<file path="config.mk">
export PLATFORM = sky130hd
export DESIGN_NAME = data_separator
export DESIGN_NICKNAME = d
export VERILOG_FILES = /design/src/rtl/sep_pkg.sv /design/src/rtl/sep_nco.sv /design/src/rtl/sep_pd.sv /design/src/rtl/sep_slicer.sv /design/src/rtl/data_separator.sv
export SDC_FILE = /design/constraint.sdc
export NUM_CORES = 1
export LEC_CHECK = 0
export BUFFER_PORTS_ARGS = -buffer_cell sky130_fd_sc_hd__buf_2
export CORE_MARGIN = 5
export CORE_UTILIZATION = 30
export CTS_CLUSTER_SIZE = 12
export DETAILED_ROUTE_END_ITERATION = 8
export PLACE_DENSITY_LB_ADDON = 0.2
export SLEW_MARGIN = 40
export SYNTH_ARGS = -nofsm -noshare
export SYNTH_HDL_FRONTEND = slang
export SYNTH_SLANG_ARGS = --single-unit
</file>
<file path="constraint.sdc">
create_clock -name clk -period 3.5 [get_ports clk]
set_input_delay 0.875 -clock clk [delete_from_list [all_inputs] [get_ports clk]]
set_output_delay 0.875 -clock clk [all_outputs]
set_load 0.05 [all_outputs]
</file>
<file path="src/rtl/sep_pkg.sv">
package sep_pkg;

    // State of the divide-by-two window flop
    typedef enum logic {
        WIN_CLK = 1'b0,
        WIN_DAT = 1'b1
    } win_e;

endpackage

</file>
<file path="src/rtl/sep_nco.sv">
// Phase accumulator at twice the cell rate, window divider and centred strobe.
module sep_nco
    import sep_pkg::*;
#(
    parameter int ACC_W = 16
) (
    input  logic             clk,
    input  logic             rst_n,
    input  logic [ACC_W-1:0] inc_i,
    output logic             clk_win_o,
    output logic             clk_end_o,
    output logic             dat_end_o,
    output logic             strobe_o,
    output logic             sync_o
);

    typedef struct packed {
        logic [ACC_W-1:0] acc;
        win_e             win;
        logic             stb;
        logic             sync;
    } nco_s;

    nco_s q, d;
    logic [ACC_W:0] sum;
    logic           carry;
    logic           mid;

    always_comb begin
        d     = q;
        sum   = {1'b0, q.acc} + {1'b0, inc_i};
        carry = sum[ACC_W];
        // half-way crossing of the accumulator marks the middle of a window
        mid   = !carry && !q.acc[ACC_W-1] && sum[ACC_W-1];
        d.acc = sum[ACC_W-1:0];
        if (carry) d.win = (q.win == WIN_CLK) ? WIN_DAT : WIN_CLK;
        d.stb  = mid && (q.win == WIN_CLK);
        d.sync = q.stb;
    end

    always_ff @(posedge clk or negedge rst_n) begin
        if (!rst_n) q <= '{acc: '0, win: WIN_CLK, stb: 1'b0, sync: 1'b0};
        else        q <= d;
    end

    assign clk_win_o = (q.win == WIN_CLK);
    assign clk_end_o = carry && (q.win == WIN_CLK);
    assign dat_end_o = carry && (q.win == WIN_DAT);
    assign strobe_o  = q.stb;
    assign sync_o    = q.sync;

endmodule

</file>
<file path="src/rtl/sep_pd.sv">
// Two set-only flops as phase detector, followed by a saturating PI filter.
module sep_pd #(
    parameter int ACC_W   = 16,
    parameter int NOM_INC = 6554,
    parameter int KP      = 11,
    parameter int KI      = 6,
    parameter int INT_W   = 12
) (
    input  logic             clk,
    input  logic             rst_n,
    input  logic             en_i,
    input  logic             sync_i,
    input  logic             cpulse_i,
    output logic [ACC_W-1:0] inc_o
);

    localparam int CW     = ACC_W + 2;
    localparam int IMAX_I = (1 << (INT_W - 1)) - 1;
    localparam logic signed [CW-1:0]  ONE  = CW'(1);
    localparam logic signed [INT_W:0] IMAX = (INT_W+1)'(IMAX_I);

    typedef struct packed {
        logic                    a;     // set by local sync strobe
        logic                    b;     // set by separated disk clock
        logic signed [INT_W-1:0] integ;
    } pd_s;

    pd_s q, d;
    logic signed [CW-1:0]  err_w, int_w, corr_w, inc_w;
    logic signed [INT_W:0] isum;

    always_comb begin
        d = q;
        // b alone high: disk ahead, speed up; a alone high: slow down
        err_w  = q.b ? ONE : (q.a ? -ONE : '0);
        int_w  = CW'(q.integ);
        corr_w = (err_w <<< KP) + (int_w >>> KI);
        inc_w  = CW'(NOM_INC) + corr_w;

        d.a = q.a | sync_i;
        d.b = q.b | cpulse_i;
        if (d.a && d.b) begin
            d.a = 1'b0;
            d.b = 1'b0;
        end

        isum = (INT_W+1)'(q.integ) + (INT_W+1)'(err_w);
        if (isum > IMAX)       d.integ = INT_W'(IMAX);
        else if (isum < -IMAX) d.integ = INT_W'(-IMAX);
        else                   d.integ = INT_W'(isum);

        if (!en_i) d = '0;
    end

    always_ff @(posedge clk or negedge rst_n) begin
        if (!rst_n) q <= '0;
        else        q <= d;
    end

    assign inc_o = en_i ? ACC_W'(inc_w) : ACC_W'(NOM_INC);

endmodule

</file>
<file path="src/rtl/sep_slicer.sv">
// Pulse catcher, acquisition/lock control and data-bit capture.
module sep_slicer #(
    parameter int CATCH_W  = 5,
    parameter int LOCK_CNT = 256,
    parameter int MISS_LIM = 4
) (
    input  logic clk,
    input  logic rst_n,
    input  logic en_i,
    input  logic rd_pulse_i,
    input  logic clk_win_i,
    input  logic clk_end_i,
    input  logic dat_end_i,
    output logic cpulse_o,
    output logic locked_o,
    output logic bit_o,
    output logic bit_vld_o
);

    localparam int CT_W = $clog2(CATCH_W + 1);
    localparam int LC_W = $clog2(LOCK_CNT + 1);
    localparam int ML_W = $clog2(MISS_LIM + 1);

    typedef struct packed {
        logic [CT_W-1:0] catch_cnt;
        logic            cp;
        logic            lock;
        logic [LC_W-1:0] acq;
        logic [ML_W-1:0] miss;
        logic            seen;
        logic            bit_acc;
        logic            bit_out;
        logic            vld;
    } sl_s;

    sl_s  q, d;
    logic admit;
    logic pulse_clk;
    logic pulse_dat;

    always_comb begin
        d         = q;
        d.cp      = 1'b0;
        d.vld     = 1'b0;
        pulse_clk = rd_pulse_i && clk_win_i;
        pulse_dat = rd_pulse_i && !clk_win_i;
        admit     = rd_pulse_i && (!q.lock || clk_win_i);

        // self-clearing catcher: one bounded detector pulse per admitted pulse
        if (q.catch_cnt != '0) d.catch_cnt = q.catch_cnt - 1'b1;
        else if (admit) begin
            d.catch_cnt = CT_W'(CATCH_W);
            d.cp        = 1'b1;
        end

        if (!q.lock) begin
            d.bit_acc = 1'b0;
            if (pulse_clk) begin
                if (q.acq == LC_W'(LOCK_CNT - 1)) begin
                    d.lock = 1'b1;
                    d.acq  = '0;
                    d.miss = '0;
                    d.seen = 1'b0;
                end else begin
                    d.acq = q.acq + 1'b1;
                end
            end else if (pulse_dat) begin
                d.acq = '0;
            end
        end else begin
            if (pulse_clk) d.seen = 1'b1;
            if (pulse_dat) d.bit_acc = 1'b1;
            if (clk_end_i) begin
                d.seen = 1'b0;
                if (q.seen || pulse_clk) d.miss = '0;
                else if (q.miss == ML_W'(MISS_LIM - 1)) begin
                    d.lock = 1'b0;
                    d.miss = '0;
                    d.acq  = '0;
                end else begin
                    d.miss = q.miss + 1'b1;
                end
            end
        end

        if (dat_end_i) begin
            d.vld     = q.lock;
            d.bit_out = q.bit_acc | (q.lock && pulse_dat);
            d.bit_acc = 1'b0;
        end

        if (!en_i) d = '0;
    end

    always_ff @(posedge clk or negedge rst_n) begin
        if (!rst_n) q <= '0;
        else        q <= d;
    end

    assign cpulse_o  = q.cp;
    assign locked_o  = q.lock;
    assign bit_o     = q.bit_out;
    assign bit_vld_o = q.vld;

endmodule

</file>
<file path="src/rtl/data_separator.sv">
module data_separator #(
    parameter int SYS_HZ   = 100_000_000,
    parameter int TICK_HZ  = 10_000_000,
    parameter int ACC_W    = 16,
    parameter int KP       = 11,
    parameter int KI       = 6,
    parameter int INT_W    = 12,
    parameter int CATCH_W  = 5,
    parameter int LOCK_CNT = 256,
    parameter int MISS_LIM = 4
) (
    input  logic clk,
    input  logic rst_n,
    input  logic rd_en,
    input  logic rd_pulse,
    output logic clk_strobe_o,
    output logic bit_o,
    output logic bit_vld_o,
    output logic locked_o
);

    // nominal increment: tick at twice the cell rate, rounded
    localparam int NOM_INC = int'(((longint'(1) << ACC_W) * longint'(TICK_HZ)
                                   + longint'(SYS_HZ / 2)) / longint'(SYS_HZ));

    logic [ACC_W-1:0] inc;
    logic clk_win, clk_end, dat_end, sync, cpulse;

    sep_nco #(.ACC_W(ACC_W)) u_nco (
        .clk       (clk),
        .rst_n     (rst_n),
        .inc_i     (inc),
        .clk_win_o (clk_win),
        .clk_end_o (clk_end),
        .dat_end_o (dat_end),
        .strobe_o  (clk_strobe_o),
        .sync_o    (sync)
    );

    sep_pd #(
        .ACC_W(ACC_W), .NOM_INC(NOM_INC), .KP(KP), .KI(KI), .INT_W(INT_W)
    ) u_pd (
        .clk      (clk),
        .rst_n    (rst_n),
        .en_i     (rd_en),
        .sync_i   (sync),
        .cpulse_i (cpulse),
        .inc_o    (inc)
    );

    sep_slicer #(
        .CATCH_W(CATCH_W), .LOCK_CNT(LOCK_CNT), .MISS_LIM(MISS_LIM)
    ) u_slicer (
        .clk        (clk),
        .rst_n      (rst_n),
        .en_i       (rd_en),
        .rd_pulse_i (rd_pulse),
        .clk_win_i  (clk_win),
        .clk_end_i  (clk_end),
        .dat_end_i  (dat_end),
        .cpulse_o   (cpulse),
        .locked_o   (locked_o),
        .bit_o      (bit_o),
        .bit_vld_o  (bit_vld_o)
    );

endmodule

</file>
==> impl_metrics.env, run 1 <==
export IMPL_die_height_um=122
export IMPL_initial_utilization=0.302
export IMPL_average_routed_wire_per_standard_cell_um=14.1
export IMPL_power_share_switching=0.435
export IMPL_clock_transition_at_the_register_clock_pins_on_the_worst_setup_and_hold_paths_after_cts_ns=0.07
export IMPL_number_of_flops_mapped_to_enable_cells_by_yosys=0
export IMPL_nNetsFinal=464
export IMPL_setup_worst_path_start_class="flip-flop"
export IMPL_power_share_combinational=0.549
export IMPL_drt_drc_violations_left=0
export IMPL_path_class="reg -> reg"
export IMPL_power_density_mw_per_mm2=820
export IMPL_outcome="complete, no violations"
export IMPL_synth_sequential_area_ratio=0.359
export IMPL_grt_antenna_before_repair=0
export IMPL_grt_util_all_layers=0.124
export IMPL_postSynth_topFlopCell="dfrtp_1"
export IMPL_cell_row_count=41
export IMPL_cts_buffer_depth=2
export IMPL_power_frac_seq=0.295
export IMPL_placed_cells_incl_taps=595
export IMPL_detailed_place_area_sq_mm=0.00404
export IMPL_drv_max_cap_violation_count=0
export IMPL_cts_buffers=5
export IMPL_critPathRequiredTime_ns=3.68
export IMPL_first_global_vias=3040
export IMPL_crit_path_max_fanout=6
export IMPL_cts_hold_fix_buffers=0
export IMPL_tritoncts_clock_tree="yes"
export IMPL_postLayoutSetupSlackWorst_ns=0.282
export IMPL_ys_seq_elements=54
export IMPL_post_synth_xor_area_fraction=0.0674
export IMPL_final_max_slew_viol_count=0
export IMPL_intPower_uw=1950
export IMPL_finalCritPeriodShare=0.919
export IMPL_net_switching_power_uw=1500
export IMPL_detailedRoute_firstPassIterationCount=4
export IMPL_yosys_mux_area_fraction=0.00266
export IMPL_num_io_pins=8
export IMPL_grt_pass1_wl_um=14900
export IMPL_buffer_ports_inserted=7
export IMPL_power_leakage_uw=0.00178
export IMPL_vias=3027
export IMPL_post_synth_cell_area_avg_sq_um=9.04
export IMPL_route_antenna_remaining_nets=0
export IMPL_max_slew_margin=0.638
export IMPL_clk_pwr_share=0.156
export IMPL_diodes=0
export IMPL_syn_nets=451
export IMPL_number_of_h_tree_levels=2
export IMPL_syn_cell_area_sq_mm=0.00377
export IMPL_cts_resized=0
export IMPL_core_ar_sq_mm=0.0125
export IMPL_post_drt_via_cell_ratio=5.02
export IMPL_max_rail_drop_vdd_mv=0.205
export IMPL_syn_instance_count=417
export IMPL_wl_um=8500
export IMPL_fin_tns_setup_ns=0
export IMPL_min_path_type="reg -> reg"
export IMPL_finalSetupViolCount=0
export IMPL_hpwlAfterDp_um=6410
export IMPL_clock_insertion_delay_worst_skew_ns=0.30
export IMPL_detailedPlace_worstSlack_ns=0.0598
export IMPL_synthesis_to_finish_area_growth_pct=11.5
export IMPL_grt_start_max_net_pins=42
export IMPL_fraction_of_final_layout_cells_with_drive_strength_greater_than_1=0.111
export IMPL_worst_pin_slew_ns=0.536
export IMPL_synthArstFlopShare=1.00
export IMPL_report_final_hold_viol_count=0
export IMPL_fin_hold_ws_ns=0.375
export IMPL_skew_ns=0.00672
export IMPL_cts_setup_buffers=0
export IMPL_fillCellCount=1286
export IMPL_cts_sinks=54
export IMPL_critical_path_endpoint_type="flip-flop"
export IMPL_place_congestion=0.829
export IMPL_overflow=0
export IMPL_finalNonFillerCells=603
export IMPL_fin_crit_ns=3.22
export IMPL_ys_types=68
export IMPL_yosys_area_share_simple=0.219
export IMPL_die_area_sq_mm=0.0149
export IMPL_worst_endpoint_arrival_ns=3.40
export IMPL_die_width_um=122
export IMPL_ys_warn_count=0
export IMPL_synth_adder_area_share=0.102
export IMPL_first_iter_violations=180
export IMPL_fin_area_sq_mm=0.00420
export IMPL_maxClockFrequency_ghz=0.311
export IMPL_clk_root_buffer_cell="clkbuf_16"
export IMPL_synth_compound_gate_area_share=0.205
export IMPL_synth_top_family_by_area="simple AND/OR/NAND/NOR gates"
[cells in the mapped netlist (4+ instances only)]
master	n	area share
dfrtp_1	54	0.36
nand2_1	41	0.041
nor2_1	35	0.035
ha_1	29	0.096
a21oi_1	23	0.031
inv_1	20	0.020
o21ai_0	20	0.027
xnor2_1	20	0.046
nand3_1	15	0.020
nor3_1	13	0.017
o21a_1	10	0.020
xor2_1	9	0.021
and2_1	6	0.010
clkbuf_1	6	0.0060
nand4_1	6	0.010
nor2b_1	6	0.010
nor4_1	6	0.010
or3_1	6	0.010
a211oi_1	5	0.010
and3_1	5	0.0083
buf_2	5	0.0066
a21o_1	4	0.0080
nand2b_1	4	0.0066
o211ai_1	4	0.0080
o22ai_1	4	0.0066
or4_1	4	0.0080
[cell usage in the layout, fill, tap and decap left out, drive strengths merged, types with 2 or more instances in the layout]
master   count
nor3        13
a31oi        4
and3         5
dfrtp       54
nor4         7
clkbuf       6
a211oi       5
nor2b        6
o21a        10
o21ai       24
o31a         3
inv         23
nand3       16
nor2        35
buf         21
or2          5
nand2       41
a21oi       24
a21boi       3
a41oi        3
or4          4
ha          29
nand4        6
xor2         9
a2111oi      2
or3          7
xnor2       20
and4         2
nand2b       4
o211ai       4
o22ai        4
and2         6
a21o         4
[per-stage QoR]
stage / power, uW / util
finish: 3440 / 0.337
global placement: 2900 / 0.324
CTS: 3470 / 0.336
floorplan: 2540 / -
global route: 3760 / 0.337
detailed placement: 2910 / 0.324
[flip-flops by register name, indices dropped and copies added, names as in the netlist]
name                count
u_nco.sync_o            1
u_slicer.bit_o          1
u_nco.strobe_o          1
u_slicer.cpulse_o       1
u_slicer.q             17
u_pd.q                  2
u_slicer.locked_o       1
u_pd.int_w             12
u_slicer.bit_vld_o      1
u_nco.q                17
[cell type report]
cell class	instances	area (sq um)	share of cell area
timing repair buffer	21	140	0.0334
inverter	23	86.3	0.0206
tap	172	215	0.0512
clock inverter	2	16.3	0.00387
multi-input combinational	325	2250	0.536
clock buffer	6	139	0.0331
sequential	54	1350	0.322
[layer usage]
metal | track usage | routed length [um]
met1 | 0.169 | 4240
met2 | 0.194 | 3900
met3 | 0.0334 | 242
met4 | 0.0336 | 124
met5 | 0 | 0
[path summary, 6_finish.rpt]
kind,startpoint,slack (ns),depth (start not counted),end
min,u_nco.strobe_o$_DFF_PN0_,0.37,0,u_nco.sync_o$_DFF_PN0_
max reg2reg,u_pd.q[12]$_DFF_PN0_,0.28,10,u_pd.int_w[5]$_DFF_PN0_
max,u_pd.q[12]$_DFF_PN0_,0.28,10,u_pd.int_w[5]$_DFF_PN0_
min in group asynchronous,rst_n,0.48,1,u_pd.int_w[5]$_DFF_PN0_
min reg2reg,u_nco.strobe_o$_DFF_PN0_,0.37,0,u_nco.sync_o$_DFF_PN0_
max in group asynchronous,rst_n,2.16,2,u_nco.q[13]$_DFF_PN0_
[power groups by stage]
stage	clock, uW	combinational [uW]	sequential, uW
2_1_floorplan	0	1600	938
3_3_place_gp	0	1870	1020
3_5_place_dp	0	1890	1020
4_1_cts	559	1900	1010
5_1_grt	585	2140	1040
6_report	538	1890	1010
[cells by family after synthesis]
logic type | count (synthesis)
simple gates | 161
mux | 1
flops | 54
buf+inv | 38
fa+ha+maj | 30
compound gates | 104
xor+xnor | 29
[worst max-delay path, stage by stage, from the launching register on]
cell       delay, ns
dfrtp_1         0.42
or2_2           0.35
ha_1            0.28
ha_1            0.22
or3_1           0.37
or2_1           0.30
o22ai_1         0.17
o211ai_1        0.14
a2111oi_4       0.49
a311oi_4        0.18
a21boi_1        0.17
(Power assumes the default switching activity.)
==> inputs of run 2 (changes only) <==
Settings changed: CORE_ASPECT_RATIO set to 1.1.
==> run 2 against run 1 <==
Net effect: routed wire length up 0.78%; combinational power about the same; clock power about the same; global-route usage decreased by 0.059 points; clock skew is essentially flat; maximum frequency about the same; final area down 0.21%; first-iteration DRC count fell by 22%; via count fell by 0.83%; non-clock buffer count grew 1; power increased by 0.27%; critical path type unchanged.
==> impl_metrics.env, run 2 (synthesis results as in run 1) <==
export IMPL_commonest_cells_after_routing_fill_and_taps_aside="dfrtp_1, nand2_1, nor2_1, ha_1, a21oi_1"
export IMPL_cts_buffers=5
export IMPL_critPathRequiredTime_ns=3.71
export IMPL_outcome="complete, no violations"
export IMPL_wl_um=8570
export IMPL_power_share_combinational=0.549
export IMPL_initial_utilization=0.302
export IMPL_final_common_cell="dfrtp_1"
export IMPL_power_frac_seq=0.295
export IMPL_final_max_slew_viol_count=0
export IMPL_skew_ns=0.00644
export IMPL_place_congestion=0.813
export IMPL_max_slew_margin=0.663
export IMPL_overflow=0
export IMPL_cts_setup_buffers=0
export IMPL_grt_pass1_wl_um=14900
export IMPL_path_class="reg -> reg"
export IMPL_net_switching_power_uw=1500
export IMPL_maxClockFrequency_ghz=0.311
export IMPL_critical_path_endpoint_type="flip-flop"
export IMPL_critical_path_reg2reg_endpoint="u_pd.int_w[0]$_DFF_PN0_"
export IMPL_min_path_cells=0
export IMPL_grt_antenna_before_repair=0
export IMPL_fraction_of_final_layout_cells_with_drive_strength_greater_than_1=0.113
export IMPL_finalSetupViolCount=0
export IMPL_drv_max_cap_violation_count=0
export IMPL_setup_worst_path_start_class="flip-flop"
export IMPL_die_area_sq_mm=0.0149
export IMPL_report_final_hold_viol_count=0
export IMPL_finish_utilization=0.336
export IMPL_grt_start_max_net_pins=33
export IMPL_average_routed_wire_per_standard_cell_um=14.5
export IMPL_power_share_switching=0.435
export IMPL_post_drt_via_cell_ratio=5.10
export IMPL_worst_pin_slew_ns=0.501
export IMPL_power_leakage_uw=0.00179
export IMPL_cell_row_count=43
export IMPL_clock_insertion_delay_worst_skew_ns=0.30
export IMPL_finalNonFillerCells=589
export IMPL_cts_sinks=54
export IMPL_route_antenna_remaining_nets=0
export IMPL_tritoncts_clock_tree="yes"
export IMPL_detailedRoute_firstPassIterationCount=4
export IMPL_detailedPlace_worstSlack_ns=0.131
export IMPL_rrSetupSlack_ns=0.28
export IMPL_placed_cells_incl_taps=581
export IMPL_diodes=0
export IMPL_fillCellCount=1328
export IMPL_reg2reg_depth=10
export IMPL_hpwlAfterDp_um=6290
export IMPL_intPower_uw=1950
export IMPL_finalCritPeriodShare=0.919
export IMPL_postLayoutSetupSlackWorst_ns=0.283
export IMPL_buffer_ports_inserted=7
export IMPL_min_delay_start="u_nco.strobe_o$_DFF_PN0_"
export IMPL_regToRegStartpoint="u_pd.q[12]$_DFF_PN0_"
export IMPL_min_path_type="reg -> reg"
export IMPL_power_density_mw_per_mm2=824
export IMPL_nNetsFinal=465
export IMPL_num_io_pins=8
export IMPL_synthesis_to_finish_area_growth_pct=11.2
export IMPL_cts_buffer_depth=2
export IMPL_core_ar_sq_mm=0.0125
export IMPL_fin_crit_ns=3.22
export IMPL_die_width_um=117
export IMPL_first_iter_violations=141
export IMPL_number_of_h_tree_levels=2
export IMPL_clock_transition_at_the_register_clock_pins_on_the_worst_setup_and_hold_paths_after_cts_ns=0.07
export IMPL_first_global_vias=3042
export IMPL_vias=3002
export IMPL_whs_endpoint="u_nco.sync_o$_DFF_PN0_"
export IMPL_clk_root_buffer_cell="clkbuf_16"
export IMPL_fin_tns_setup_ns=0
export IMPL_crit_path_max_fanout=6
export IMPL_max_rail_drop_vdd_mv=0.321
export IMPL_die_height_um=128
export IMPL_grt_util_all_layers=0.123
export IMPL_rsz_0062_raised_after_global_routing="false"
export IMPL_worst_endpoint_arrival_ns=3.43
export IMPL_drt_drc_violations_left=0
export IMPL_clk_pwr_share=0.156
[run 2: power by group through the flow]
stage	Clock (uW)	Combinational [uW]	Sequential (uW)
2_1_floorplan	0	1600	938
3_3_place_gp	0	1890	1030
3_5_place_dp	0	1890	1020
4_1_cts	557	1900	1010
5_1_grt	584	2140	1040
6_report	538	1900	1020
[run 2: how the worst max path moves through the flow]
stage                        startpoint                    endpoint  cells past startpoint
6_report           u_pd.q[12]$_DFF_PN0_     u_pd.int_w[0]$_DFF_PN0_                     10
5_1_grt        u_pd.int_w[10]$_DFF_PN0_    u_nco.strobe_o$_DFF_PN0_                     12
4_1_cts            u_pd.q[12]$_DFF_PN0_     u_pd.int_w[2]$_DFF_PN0_                     10
3_5_place_dp                      rd_en  u_slicer.bit_o$_DFFE_PN0P_                     12
3_3_place_gp                      rd_en  u_slicer.bit_o$_DFFE_PN0P_                     12
2_1_floorplan                     rd_en   u_slicer.q[5]$_DFFE_PN0P_                     13
[run 2: per-stage QoR]
stage | hold slack [ns] | cell area, sq um | total power, uW
after floorplan | 0.404 | 3770 | 2540
after global placement | 0.381 | 4030 | 2910
after detailed placement | 0.384 | 4030 | 2910
after CTS | 0.405 | 4180 | 3470
after global routing | 0.420 | 4190 | 3770
final | 0.405 | 4190 | 3450
[run 2: final cells by class]
type,count,area [sq um],area share
well taps,157,196,0.0469
inverters,23,86.3,0.0206
repair buffers,22,150,0.0358
clock inverters,2,16.3,0.00388
multi-input cells,325,2250,0.537
clock buffers,6,139,0.0331
flip-flops and latches,54,1350,0.322
[run 2: metal layers]
metal | GRT usage | wire length, um | up-vias
met4 | 0.0364 | 155 | 0
met5 | 0 | 0 | -
met3 | 0.0242 | 277 | 14
met2 | 0.195 | 3970 | 46
li1 | - | - | 1528
met1 | 0.171 | 4170 | 1414
[run 2: repair_timing]
| item | in CTS | in global routing |
|---|---|---|
| hold buffers | 0 | 0 |
| endpoints found under the setup margin | 0 | 1 |
| resized for setup | 0 | 1 |
[run 2: critical path, cell delays in order, from the launching register on]
cell       delay, ns
dfrtp_1         0.44
or2_2           0.36
ha_1            0.27
ha_1            0.21
or3_1           0.39
or2_1           0.31
o22ai_1         0.17
o211ai_1        0.15
a2111oi_4       0.46
nand3_1         0.15
a41oi_1         0.23
==> inputs of run 3 (changes only) <==
Settings changed: ABC_AREA set to 1, MAX_ROUTING_LAYER set to met4, SKIP_LAST_GASP set to 1.
==> run 3 against run 2 <==
Net effect: sequential cell count is the same; core utilization is 0.42 points higher; synthesized area grew 4.2%; register-to-register slack is essentially flat; die area up 3.9%; power decreased by 4.9%; final area up 3.4%; critical path type unchanged; largest cell class unchanged; worst hold slack got worse by 0.0097 ns; routed wire length increased by 0.18%.
==> impl_metrics.env, run 3 <==
export IMPL_average_routed_wire_per_standard_cell_um=12.3
export IMPL_cts_hold_fix_buffers=0
export IMPL_critical_path_reg2reg_endpoint="u_slicer.q[9]$_DFFE_PN0P_"
export IMPL_number_of_flops_mapped_to_enable_cells_by_yosys=0
export IMPL_reg2reg_depth=17
export IMPL_post_synth_top_area_fraction=0.344
export IMPL_ys_seq_elements=54
export IMPL_overflow=0
export IMPL_final_common_cell="nand2_1"
export IMPL_first_iter_violations=170
export IMPL_synthesis_to_finish_area_growth_pct=10.4
export IMPL_buffer_ports_inserted=7
export IMPL_power_density_mw_per_mm2=757
export IMPL_number_of_h_tree_levels=2
export IMPL_tritoncts_clock_tree="yes"
export IMPL_multiInputGateArea_sq_mm=0.00222
export IMPL_regToRegStartpoint="u_pd.int_w[7]$_DFF_PN0_"
export IMPL_postSynth_topFlopCell="dfrtp_1"
export IMPL_critical_path_endpoint_type="flip-flop"
export IMPL_maxClockFrequency_ghz=0.312
export IMPL_place_congestion=0.782
export IMPL_clock_insertion_delay_worst_skew_ns=0.30
export IMPL_cell_row_count=43
export IMPL_finalSetupViolCount=0
export IMPL_min_path_cells=0
export IMPL_fin_hold_ws_ns=0.395
export IMPL_top_area_cells_in_the_synthesized_netlist="dfrtp_1, nand2_1, ha_1"
export IMPL_cp_top_family="simple AND/OR/NAND/NOR gates"
export IMPL_worst_endpoint_arrival_ns=3.38
export IMPL_die_height_um=130
export IMPL_cts_sinks=54
export IMPL_syn_instance_count=527
export IMPL_outcome="complete, no violations"
export IMPL_finalCritPeriodShare=0.916
export IMPL_startpoint="u_pd.int_w[7]$_DFF_PN0_"
export IMPL_post_synth_cell_area_avg_sq_um=7.45
export IMPL_clock_transition_at_the_register_clock_pins_on_the_worst_setup_and_hold_paths_after_cts_ns=0.08
export IMPL_crit_path_max_fanout=9
export IMPL_detailed_place_area_sq_mm=0.00416
export IMPL_fraction_of_final_layout_cells_with_drive_strength_greater_than_1=0.129
export IMPL_min_delay_start="u_nco.strobe_o$_DFF_PN0_"
export IMPL_detailedRoute_firstPassIterationCount=4
export IMPL_commonest_cells_after_routing_fill_and_taps_aside="nand2_1, inv_1, dfrtp_1, nand3_1, nor2_1"
export IMPL_drt_drc_violations_left=0
export IMPL_grt_antenna_before_repair=0
export IMPL_syn_cell_area_sq_mm=0.00393
export IMPL_fin_crit_ns=3.21
export IMPL_synthDominantAreaCellType="dfrtp_1"
export IMPL_wl_um=8580
export IMPL_clk_root_buffer_cell="clkbuf_16"
export IMPL_nNetsFinal=575
export IMPL_min_path_type="reg -> reg"
export IMPL_ys_types=40
export IMPL_power_share_switching=0.442
export IMPL_syn_nets=561
export IMPL_cts_buffer_depth=2
export IMPL_first_global_vias=3301
export IMPL_whs_endpoint="u_nco.sync_o$_DFF_PN0_"
export IMPL_critPathBufInv=0
export IMPL_die_area_sq_mm=0.0155
export IMPL_report_final_hold_viol_count=0
export IMPL_yosysMostFrequentCell="nand2_1"
export IMPL_ys_warn_count=0
export IMPL_initial_utilization=0.308
export IMPL_power_share_combinational=0.530
export IMPL_worst_pin_slew_ns=0.432
export IMPL_finish_utilization=0.340
export IMPL_core_ar_sq_mm=0.0128
export IMPL_crit_path_frequent_cell="nand2_1"
export IMPL_num_io_pins=8
export IMPL_crit_slowest_cell="dfrtp_1"
export IMPL_final_max_slew_viol_count=0
export IMPL_max_slew_margin=0.709
export IMPL_critical_path_cell_chain="ha_1 > ha_1 > or2_2 > ha_1 > nand2_1 > o21ai_2 > a21oi_1 > o21bai_1 > nand2_1 > nand2_1 > nand3_1 > nand2_1 > nand2_1 > nand2_1 > nand2_2 > nand2_1 > o21ai_0"
export IMPL_path_class="reg -> reg"
export IMPL_route_antenna_remaining_nets=0
export IMPL_rrSetupSlack_ns=0.29
export IMPL_critPathRequiredTime_ns=3.68
export IMPL_clk_pwr_share=0.182
export IMPL_max_rail_drop_vdd_mv=0.260
export IMPL_intPower_uw=1830
export IMPL_rsz_0062_raised_after_global_routing="false"
export IMPL_post_drt_via_cell_ratio=4.65
export IMPL_cts_buffers=5
export IMPL_drv_max_cap_violation_count=0
export IMPL_die_width_um=119
export IMPL_power_leakage_uw=0.00227
export IMPL_power_frac_seq=0.288
export IMPL_hpwlAfterDp_um=6870
export IMPL_net_switching_power_uw=1450
export IMPL_cpPeakStageDelay_ns=0.44
export IMPL_grt_pass1_wl_um=15000
export IMPL_synthTopCellsByCount="nand2_1, inv_1, dfrtp_1"
export IMPL_fin_tns_setup_ns=0
export IMPL_grt_util_all_layers=0.121
export IMPL_grt_start_max_net_pins=21
export IMPL_fillCellCount=1359
export IMPL_skew_ns=0.00626
export IMPL_synthArstFlopShare=1.00
export IMPL_fin_area_sq_mm=0.00434
export IMPL_synth_sequential_area_ratio=0.344
export IMPL_ff_latch_area_sq_mm=0.00135
export IMPL_vias=3247
export IMPL_diodes=0
export IMPL_setup_worst_path_start_class="flip-flop"
[run 3: cell count changes after synthesis, moves of 6 or more]
cell / previous run / this run
nand2_1: 41 / 132
inv_1: 20 / 73
nand3_1: 15 / 39
nand2_2: 0 / 22
xnor2_1: 20 / 4
o21a_1: 10 / 0
nand3b_1: 0 / 7
and2_1: 6 / 0
nand2_4: 0 / 6
nor2b_1: 6 / 0
o21ai_0: 20 / 26
xor2_1: 9 / 15
[run 3: layer usage]
metal  wire length (um)  track usage  vias to the layer above
met5                  0            -                        -
met4                142       0.0361                        0
met3                120       0.0165                        8
met2               4350        0.216                       28
met1               3980        0.144                     1501
li1                   -            -                     1710
[run 3: through the flow]
step / std cells / setup slack [ns] / total power (uW)
after floorplan: 527 / 0.0103 / 2330
after global placement: 691 / 0.165 / 2690
after detailed placement: 691 / 0.0738 / 2700
after CTS: 699 / 0.179 / 3320
after global routing: 699 / 0.0298 / 3620
final: 699 / 0.294 / 3280
[run 3: worst register-to-register path: stages (launching register included)]
cell and delay [ns]:
dfrtp_1 0.44, ha_1 0.25, ha_1 0.28, or2_2 0.30, ha_1 0.35, nand2_1 0.08, o21ai_2 0.15, a21oi_1 0.09
o21bai_1 0.21, nand2_1 0.07, nand2_1 0.08, nand3_1 0.07, nand2_1 0.13, nand2_1 0.15, nand2_1 0.14, nand2_2 0.14
nand2_1 0.09, o21ai_0 0.07
[run 3: area by class of cell]
class,instances,share of cell area
clock buffer,5,0.0289
clock inverter,3,0.0110
inverter,77,0.0667
multi-input combinational,387,0.513
sequential,54,0.312
tap,157,0.0453
timing repair buffer,16,0.0237
[run 3: worst max path at each step]
| stage | end | cells past startpoint |
|---|---|---|
| global placement | u_slicer.q[10]$_DFFE_PN0P_ | 17 |
| floorplan | u_slicer.q[9]$_DFFE_PN0P_ | 19 |
| global route | u_slicer.q[7]$_DFFE_PN0P_ | 17 |
| finish | u_slicer.q[9]$_DFFE_PN0P_ | 17 |
| CTS | u_slicer.q[9]$_DFFE_PN0P_ | 16 |
| detailed placement | u_slicer.q[12]$_DFFE_PN0P_ | 18 |
[run 3: logic make-up after synthesis]
| family | after synthesis | share of synthesized area |
|---|---|---|
| flops | 54 | 0.344 |
| simple gates | 265 | 0.316 |
| compound gates | 73 | 0.109 |
| xor+xnor | 19 | 0.0424 |
| fa+ha+maj | 30 | 0.0975 |
| buf+inv | 86 | 0.0914 |
[run 3: what timing repair did]
item	4_1_cts	5_1_grt
setup buffers	0	0
gates resized for setup	0	2
endpoints found under the setup margin	0	12
endpoints found under the hold margin	0	0
[run 3: power groups by stage]
stage | clock network (uW) | registers (uW) | logic (uW)
after floorplan | 0 | 921 | 1410
after global placement | 0 | 950 | 1740
after detailed placement | 0 | 955 | 1750
after CTS | 611 | 945 | 1760
after global routing | 633 | 970 | 2020
final | 598 | 945 | 1740
